===== config.mk =====
export PLATFORM = sky130hd
export DESIGN_NAME = ascan_ctrl
export DESIGN_NICKNAME = d
export VERILOG_FILES = /design/src/rtl/ascan_pkg.sv /design/src/rtl/ascan_settle.sv /design/src/rtl/ascan_seq.sv /design/src/rtl/ascan_fifo.sv /design/src/rtl/ascan_ctrl.sv
export SDC_FILE = /design/constraint.sdc
export NUM_CORES = 1
export LEC_CHECK = 0
export ABC_CLOCK_PERIOD_IN_PS = 3400
export BUFFER_PORTS_ARGS = -buffer_cell sky130_fd_sc_hd__clkbuf_2
export CORE_MARGIN = 2
export CORE_UTILIZATION = 50
export DETAILED_ROUTE_END_ITERATION = 6
export PLACE_DENSITY = 0.66
export SLEW_MARGIN = 20
export SYNTH_ARGS = -nofsm -noshare
export SYNTH_HDL_FRONTEND = slang
export SYNTH_SLANG_ARGS = --single-unit

===== constraint.sdc =====
create_clock -name clk -period 3.4 [get_ports clk]
set_input_delay 0.34 -clock clk [delete_from_list [all_inputs] [get_ports clk]]
set_output_delay 0.34 -clock clk [all_outputs]
set_load 0.005 [all_outputs]

===== src/rtl/ascan_pkg.sv =====
package ascan_pkg;
  typedef logic [15:0] sample_t;

  // register offsets
  localparam logic [3:0] A_DATA   = 4'h0;
  localparam logic [3:0] A_DATAHI = 4'h1;
  localparam logic [3:0] A_LOW    = 4'h2;
  localparam logic [3:0] A_HIGH   = 4'h3;
  localparam logic [3:0] A_FIFO   = 4'h7;
  localparam logic [3:0] A_CTRL   = 4'h8;
  localparam logic [3:0] A_INTCLK = 4'h9;
  localparam logic [3:0] A_CFG    = 4'hB;

  // bit positions
  localparam int B_FIFO_FLUSH = 1;
  localparam int B_SCAN_EN    = 2;
  localparam int B_INT_CLR    = 3;
  localparam int B_SOFT_RST   = 5;
  localparam int B_INT_EN     = 7;

  localparam logic [1:0] PACE_SEL  = 2'b11;
  localparam logic [7:0] SIGN_FLIP = 8'h80;
endpackage


===== src/rtl/ascan_settle.sv =====
module ascan_settle #(
  parameter int CYC_PER_US = 50
) (
  input  logic       clk,
  input  logic       rst_n,
  input  logic       clr,
  input  logic       kick,
  input  logic [1:0] sel,
  output logic       settling
);
  localparam int MAXC = 20 * CYC_PER_US;
  localparam int CW   = $clog2(MAXC + 1);

  logic [CW-1:0] cnt_q;
  logic [CW-1:0] load;

  always_comb begin
    case (sel)
      2'd0:    load = CW'(20 * CYC_PER_US);
      2'd1:    load = CW'(15 * CYC_PER_US);
      2'd2:    load = CW'(10 * CYC_PER_US);
      default: load = CW'(5 * CYC_PER_US);
    endcase
  end

  always_ff @(posedge clk or negedge rst_n) begin
    if (!rst_n)             cnt_q <= '0;
    else if (clr)           cnt_q <= '0;
    else if (kick)          cnt_q <= load;
    else if (cnt_q != '0)   cnt_q <= cnt_q - 1'b1;
  end

  assign settling = (cnt_q != '0);
endmodule


===== src/rtl/ascan_seq.sv =====
module ascan_seq #(
  parameter int CHAN_W      = 5,
  parameter int CONV_CYCLES = 8
) (
  input  logic              clk,
  input  logic              rst_n,
  input  logic              clr,
  input  logic              start,
  input  logic              scan_en,
  input  logic [CHAN_W-1:0] lo,
  input  logic [CHAN_W-1:0] hi,
  output logic [CHAN_W-1:0] chan,
  output logic              busy,
  output logic              capture,
  output logic              done
);
  localparam int TW = $clog2(CONV_CYCLES + 1);

  logic              busy_q, scan_q;
  logic [TW-1:0]     tmr_q;
  logic [CHAN_W-1:0] chan_q, hi_q;
  logic              last;

  assign capture = busy_q && (tmr_q == TW'(1));
  assign last    = !scan_q || (chan_q == hi_q);
  assign done    = capture && last;

  always_ff @(posedge clk or negedge rst_n) begin
    if (!rst_n) begin
      busy_q <= 1'b0;
      scan_q <= 1'b0;
      tmr_q  <= '0;
      chan_q <= '0;
      hi_q   <= '0;
    end else if (clr) begin
      busy_q <= 1'b0;
      scan_q <= 1'b0;
      tmr_q  <= '0;
      chan_q <= '0;
      hi_q   <= '0;
    end else if (!busy_q) begin
      if (start) begin
        busy_q <= 1'b1;
        scan_q <= scan_en;
        tmr_q  <= TW'(CONV_CYCLES);
        chan_q <= lo;
        hi_q   <= hi;
      end
    end else if (capture) begin
      if (last) begin
        busy_q <= 1'b0;
        tmr_q  <= '0;
      end else begin
        chan_q <= chan_q + 1'b1;
        tmr_q  <= TW'(CONV_CYCLES);
      end
    end else begin
      tmr_q <= tmr_q - 1'b1;
    end
  end

  assign chan = chan_q;
  assign busy = busy_q;
endmodule


===== src/rtl/ascan_fifo.sv =====
module ascan_fifo #(
  parameter int WIDTH = 16,
  parameter int DEPTH = 32
) (
  input  logic                       clk,
  input  logic                       rst_n,
  input  logic                       flush,
  input  logic                       push,
  input  logic [WIDTH-1:0]           din,
  input  logic                       pop,
  output logic [WIDTH-1:0]           dout,
  output logic                       empty,
  output logic                       full,
  output logic                       overflow,
  output logic [$clog2(DEPTH):0]     count
);
  localparam int AW = $clog2(DEPTH);

  logic [WIDTH-1:0] mem [DEPTH];
  logic [AW-1:0]    wp_q, rp_q;
  logic [AW:0]      cnt_q;
  logic             ovf_q;
  logic             do_push, do_pop;

  assign empty   = (cnt_q == '0);
  assign full    = (cnt_q == (AW+1)'(DEPTH));
  assign do_push = push && !full;
  assign do_pop  = pop && !empty;

  function automatic logic [AW-1:0] nxt(input logic [AW-1:0] p);
    return (p == AW'(DEPTH - 1)) ? '0 : p + 1'b1;
  endfunction

  always_ff @(posedge clk) begin
    if (do_push) mem[wp_q] <= din;
  end

  always_ff @(posedge clk or negedge rst_n) begin
    if (!rst_n) begin
      wp_q  <= '0;
      rp_q  <= '0;
      cnt_q <= '0;
      ovf_q <= 1'b0;
    end else if (flush) begin
      wp_q  <= '0;
      rp_q  <= '0;
      cnt_q <= '0;
      ovf_q <= 1'b0;
    end else begin
      if (do_push) wp_q <= nxt(wp_q);
      if (do_pop)  rp_q <= nxt(rp_q);
      if (push && full) ovf_q <= 1'b1;
      if (do_push && !do_pop)      cnt_q <= cnt_q + 1'b1;
      else if (do_pop && !do_push) cnt_q <= cnt_q - 1'b1;
    end
  end

  assign dout     = mem[rp_q];
  assign overflow = ovf_q;
  assign count    = cnt_q;
endmodule


===== src/rtl/ascan_ctrl.sv =====
module ascan_ctrl
  import ascan_pkg::*;
#(
  parameter int CHAN_W      = 5,
  parameter int FIFO_DEPTH  = 32,
  parameter int CONV_CYCLES = 8,
  parameter int CYC_PER_US  = 50
) (
  input  logic              clk,
  input  logic              rst_n,
  input  logic [3:0]        reg_addr,
  input  logic [7:0]        reg_wdata,
  input  logic              reg_wr,
  input  logic              reg_rd,
  output logic [7:0]        reg_rdata,
  input  logic              pace_tick,
  output logic [CHAN_W-1:0] adc_chan,
  input  logic [15:0]       adc_sample,
  output logic              irq
);
  localparam int CNT_W = $clog2(FIFO_DEPTH) + 1;

  logic [CHAN_W-1:0] lo_q, hi_q;
  logic [6:0]        cfg_q;
  logic              scan_en_q, ie_q, pend_q;
  logic [1:0]        clksel_q;

  logic soft_rst, int_clr, fifo_flush, start_req, settle_kick;
  logic [1:0] settle_sel;
  logic seq_busy, seq_capture, seq_done, settling;
  logic fifo_pop, fifo_empty, fifo_full, fifo_ovf;
  sample_t fifo_dout;
  logic [CNT_W-1:0] fifo_cnt;
  logic [4:0] chan5;

  // bus decode
  assign soft_rst    = reg_wr && (reg_addr == A_CTRL) && reg_wdata[B_SOFT_RST];
  assign int_clr     = reg_wr && (reg_addr == A_CTRL) && reg_wdata[B_INT_CLR];
  assign fifo_flush  = soft_rst ||
                       (reg_wr && (reg_addr == A_FIFO) && reg_wdata[B_FIFO_FLUSH]);
  assign start_req   = (reg_wr && (reg_addr == A_DATA)) ||
                       (pace_tick && (clksel_q == PACE_SEL));
  assign settle_kick = reg_wr && ((reg_addr == A_LOW) || (reg_addr == A_HIGH) ||
                                  (reg_addr == A_CFG));
  assign settle_sel  = (reg_addr == A_CFG) ? reg_wdata[5:4] : cfg_q[5:4];
  assign fifo_pop    = reg_rd && (reg_addr == A_DATAHI);

  always_ff @(posedge clk or negedge rst_n) begin
    if (!rst_n) begin
      lo_q <= '0; hi_q <= '0; cfg_q <= '0;
      scan_en_q <= 1'b0; ie_q <= 1'b0; clksel_q <= '0; pend_q <= 1'b0;
    end else if (soft_rst) begin
      lo_q <= '0; hi_q <= '0; cfg_q <= '0;
      scan_en_q <= 1'b0; ie_q <= 1'b0; clksel_q <= '0; pend_q <= 1'b0;
    end else begin
      if (reg_wr) begin
        case (reg_addr)
          A_LOW:    lo_q      <= reg_wdata[CHAN_W-1:0];
          A_HIGH:   hi_q      <= reg_wdata[CHAN_W-1:0];
          A_FIFO:   scan_en_q <= reg_wdata[B_SCAN_EN];
          A_INTCLK: begin
            ie_q     <= reg_wdata[B_INT_EN];
            clksel_q <= reg_wdata[1:0];
          end
          A_CFG:    cfg_q     <= reg_wdata[6:0];
          default:  ;
        endcase
      end
      // a completing sequence wins over a simultaneous clear
      if (seq_done && ie_q) pend_q <= 1'b1;
      else if (int_clr)     pend_q <= 1'b0;
    end
  end

  ascan_settle #(.CYC_PER_US(CYC_PER_US)) u_settle (
    .clk(clk), .rst_n(rst_n), .clr(soft_rst), .kick(settle_kick),
    .sel(settle_sel), .settling(settling)
  );

  ascan_seq #(.CHAN_W(CHAN_W), .CONV_CYCLES(CONV_CYCLES)) u_seq (
    .clk(clk), .rst_n(rst_n), .clr(soft_rst), .start(start_req),
    .scan_en(scan_en_q), .lo(lo_q), .hi(hi_q), .chan(adc_chan),
    .busy(seq_busy), .capture(seq_capture), .done(seq_done)
  );

  ascan_fifo #(.WIDTH(16), .DEPTH(FIFO_DEPTH)) u_fifo (
    .clk(clk), .rst_n(rst_n), .flush(fifo_flush), .push(seq_capture),
    .din(adc_sample), .pop(fifo_pop), .dout(fifo_dout), .empty(fifo_empty),
    .full(fifo_full), .overflow(fifo_ovf), .count(fifo_cnt)
  );

  assign chan5 = 5'(adc_chan);

  always_comb begin
    case (reg_addr)
      A_DATA:   reg_rdata = fifo_empty ? 8'h00 : fifo_dout[7:0];
      A_DATAHI: reg_rdata = fifo_empty ? 8'h00 : (fifo_dout[15:8] ^ SIGN_FLIP);
      A_LOW:    reg_rdata = 8'(lo_q);
      A_HIGH:   reg_rdata = 8'(hi_q);
      A_FIFO:   reg_rdata = {fifo_empty, fifo_full, fifo_ovf, 2'b00, scan_en_q, 2'b00};
      A_CTRL:   reg_rdata = {seq_busy, !seq_busy, fifo_empty, chan5};
      A_INTCLK: reg_rdata = {pend_q, 5'b00000, clksel_q};
      A_CFG:    reg_rdata = {settling, cfg_q};
      default:  reg_rdata = 8'h00;
    endcase
  end

  assign irq = pend_q;
endmodule


==> impl_results.md <==
- Die footprint: 48,800 sq um
- # IOs: 47
- Bufs on Longest Clock Path: 3
- Critical path fanouts, max: 7
- Wire length on met3: 4.44 mm
- DR vias/cell: 6.25
- P&R area growth vs syn: 15.6%
- Mapped Cells: 1,262
- Design area: 27,200 sq um
- Compound-Gate Fraction of Synth Area: 0.0414
- PortBufs: 46
- Yosys reg bits: 577
- Hold WC Path Type: in -> reg
- First-pass GRT wire length: 84.5 mm
- Max Clock Skew: 0.0278 ns
- CTS root buf: clkbuf_16
- Total power: 18.4 mW
- GRT Util Overall: 0.234
- Post-Route WL: 57.6 mm
- Synth area leader: edfxtp_1
- Failing checks: setup timing
- Via count: 12,745
- Crit end category: output port
- Height of the die: 221 microns
- Inserted Clock Buffers: 57
- Worst r2r src: u_seq.tmr_q[1]
- Largest family of logic cells by synthesized area: multiplexers
- Synth Area in XOR/XNOR: 0.00675
- Area contributors post-synth: edfxtp_1 (65%), mux4_2 (13%), dfrtp_1 (6.9%)
- Hold Crit Depth: 3
- Top sig layer: met4
- Worst Setup Path Type: reg -> out
- Max Cap Violations: 0
- Initial Util: 0.507
- Post-synthesis sequential area ratio: 0.722
- Residual DRC: 0
- R2R Setup Slk: 0.40 ns
- RSZ-0062 raised after global routing: yes
- Relative slew margins: 0.271
- Final min period: 3.44 ns
- Syn avg cell area: 18.6 sq um
- Met2 WL post-DR: 27.8 mm
- DR WL/cell: 28.2 microns
- CTS Sinks: 577
- Lkg Pwr: 8.99 nW
- Final-report setup violation count: 1
- CP arrival: 3.10 ns
- Top_reg_cell synth: edfxtp_1
- Share of layout cells above drive strength 1: 0.296
- R2R depth: 9
- Syn. warnings: 0
- Die Wd: 221 microns
- Initial antenna violation count: 1
- Core box area: 46,500 sq um
- Post-synth cell types: 72
- Largest net degree at the start of global routing: 51
- PD cells: 677 nW/um^2
- Synth Net Count: 1,313
- Max Fclk: 0.291 GHz
- Routability cong.: 0.835
- CP startpoint kind: flip-flop
- 1st-pass router iterations: 5
- Clock Latency Late Sink: 0.63 ns
- Critical Path RT: 3.06 ns
- Num rows: 79
- Post-synthesis mux area share: 0.156
- Crit. Startpoint: u_fifo.rp_q[0]
- Final Hold Viols: 0
- Placed cell area: 25,000 sq um
- Clock transition at path regs: 0.06 ns
- Synth async-reset ratio: 0.113
- TritonCTS clock tree: built
- Post-layout util: 0.586
- Run status: finished with violations
- Vias in the first global route: 12,752
- Top cell type's share of synthesized area: 0.653
- Setup crit end: reg_rdata[0]
- Worst-Margin Slew: 1.09 ns
- Drt first-iter violations: 1,916
- Mapped cell area: 23,500 sq um
- Final Max Tran Viols: 0
- Htree depth: 2
- Number of enable flip-flop cells after synthesis: 512
- Synth Area in Simple Gates: 0.0476
- ANT nets after route: 0
- Final period util: 1.01
- Peak supply drop: 594 uV
- Post-detail-place hpwl: 34.8 mm
- Nets@finish: 1,447
- Wl on met1: 23.6 mm
- Final WS setup: -0.0365 ns
- Adder-Cell Fraction of Synth Area: 0.00989
- Reg2reg end: u_fifo.mem[22][7]
- Grt total ovfl: 0
==> metal layers <==
| layer | global-route usage | vias up |
|---|---|---|
| met5 | 0 | - |
| met4 | 0.0803 | 0 |
| met3 | 0.0413 | 99 |
| met2 | 0.372 | 567 |
| met1 | 0.331 | 6698 |
| li1 | - | 5381 |
==> metrics by stage <==
stage | setup slack [ns] | hold slack, ns | std cells | setup TNS [ns]
floorplan | 0.445 | 0.0444 | 1262 | 0
global placement | 0.237 | 0.475 | 1925 | 0
detailed placement | 0.287 | 0.412 | 1925 | 0
CTS | -0.0697 | 0.00903 | 2029 | -0.197
global route | -0.0788 | 0.0386 | 2038 | -0.317
finish | -0.0365 | 0.0460 | 2039 | -0.0365
==> critical path, stage by stage (launching register included) <==
cell and delay, ns:
dfrtp_4 0.43, buf_12 0.18, buf_16 0.15, mux4_2 0.52
mux4_2 0.56, mux2i_4 0.21, o211ai_1 0.20, buf_2 0.20
==> cells by family (layout without fill, tap and decap cells) <==
kind of cell | after synthesis | count (layout)
AOI/OAI and AO/OA | 145 | 145
xor gates and xnor gates | 16 | 16
other | 0 | 1
buffers and inverters | 82 | 251
muxes | 191 | 191
DFF | 577 | 577
and+or+nand+nor | 233 | 233
adders and majority gates | 18 | 18
==> cell type report <==
| class | count | area, sq um |
|---|---|---|
| Antenna cell | 1 | 2.50 |
| Clock buffer | 72 | 1480 |
| Clock inverter | 22 | 214 |
| Fill cell | 3445 | 19200 |
| Inverter | 13 | 50.0 |
| Multi-Input combinational cell | 603 | 6360 |
| Sequential cell | 577 | 17000 |
| Tap cell | 607 | 759 |
| Timing Repair Buffer | 144 | 1330 |
==> flip-flops by register name, indices dropped and copies added, names as in the netlist <==
name	flops
ie_q	1
u_seq.chan	5
u_fifo.count	6
u_seq.scan_q	1
u_fifo.wp_q	5
u_seq.hi_q	5
lo_q	5
hi_q	5
u_seq.tmr_q	4
scan_en_q	1
irq	1
u_fifo.overflow	1
clksel_q	2
u_settle.cnt_q	10
u_fifo.mem	512
u_seq.busy	1
u_fifo.rp_q	5
cfg_q	7
==> how the worst min path moves through the flow <==
stage / startpoint / end / slack [ns]
finish: reg_wdata[0] / cfg_q[0] / 0.05
CTS: reg_wdata[0] / cfg_q[0] / 0.009
detailed placement: rst_n / u_settle.cnt_q[7] / 0.41
global placement: u_fifo.overflow / u_fifo.overflow / 0.48
global route: reg_wdata[0] / cfg_q[0] / 0.04
floorplan: rst_n / cfg_q[0] / 0.04
==> timing repair <==
action,4_1_cts,5_1_grt
hold buffers,3,0
resized for setup,19,23
pin swaps,0,5
endpoints found under the hold margin,50,0
setup endpoints to repair,8,9
gates cloned,4,4
setup buffers,3,5
==> cells in the mapped netlist, types with 3 or more instances <==
cell type    n
edfxtp_1   512
mux4_2     140
nor2_1      86
dfrtp_1     65
nand2_1     49
mux2i_1     46
a21oi_1     43
nand3_1     30
buf_2       28
clkbuf_1    27
ha_1        17
o21ai_0     16
a22oi_1     15
o22ai_1     13
a211oi_1    12
inv_1       11
nor3_1      11
xnor2_1     10
a31oi_1      8
and3_1       7
buf_1        7
nand3b_1     7
nor2b_1      7
o211ai_1     6
buf_4        5
xor2_1       5
and2_1       4
mux2_2       4
nand2b_1     4
a22o_1       3
a32oi_1      3
nor3b_1      3
o31a_1       3
or2_2        3
or3_1        3
or4_1        3
==> placed cells by master (no fill, tap or decap), types with 7 or more instances in the layout <==
master,count
xnor2_1,10
nand3b_1,7
buf_12,9
clkbuf_16,61
clkinv_1,9
and3_1,7
ha_1,17
o21ai_0,16
a211oi_1,10
dfrtp_1,62
mux2i_1,38
o22ai_2,7
inv_1,11
nor2_1,61
nand3_1,29
buf_16,7
clkbuf_1,15
mux4_2,140
a31oi_1,8
nor2b_1,7
nor3_1,11
nand2_1,49
buf_4,73
a21oi_1,43
nor2_2,27
edfxtp_1,512
clkbuf_2,41
a22oi_1,12
==> where the power goes <==
group | switching, mW | internal (mW)
combinational | 2.05 | 2.10
sequential | 0.345 | 8.03
clock | 2.60 | 3.30
total | 4.99 | 13.4
(Power assumes the default switching activity.)
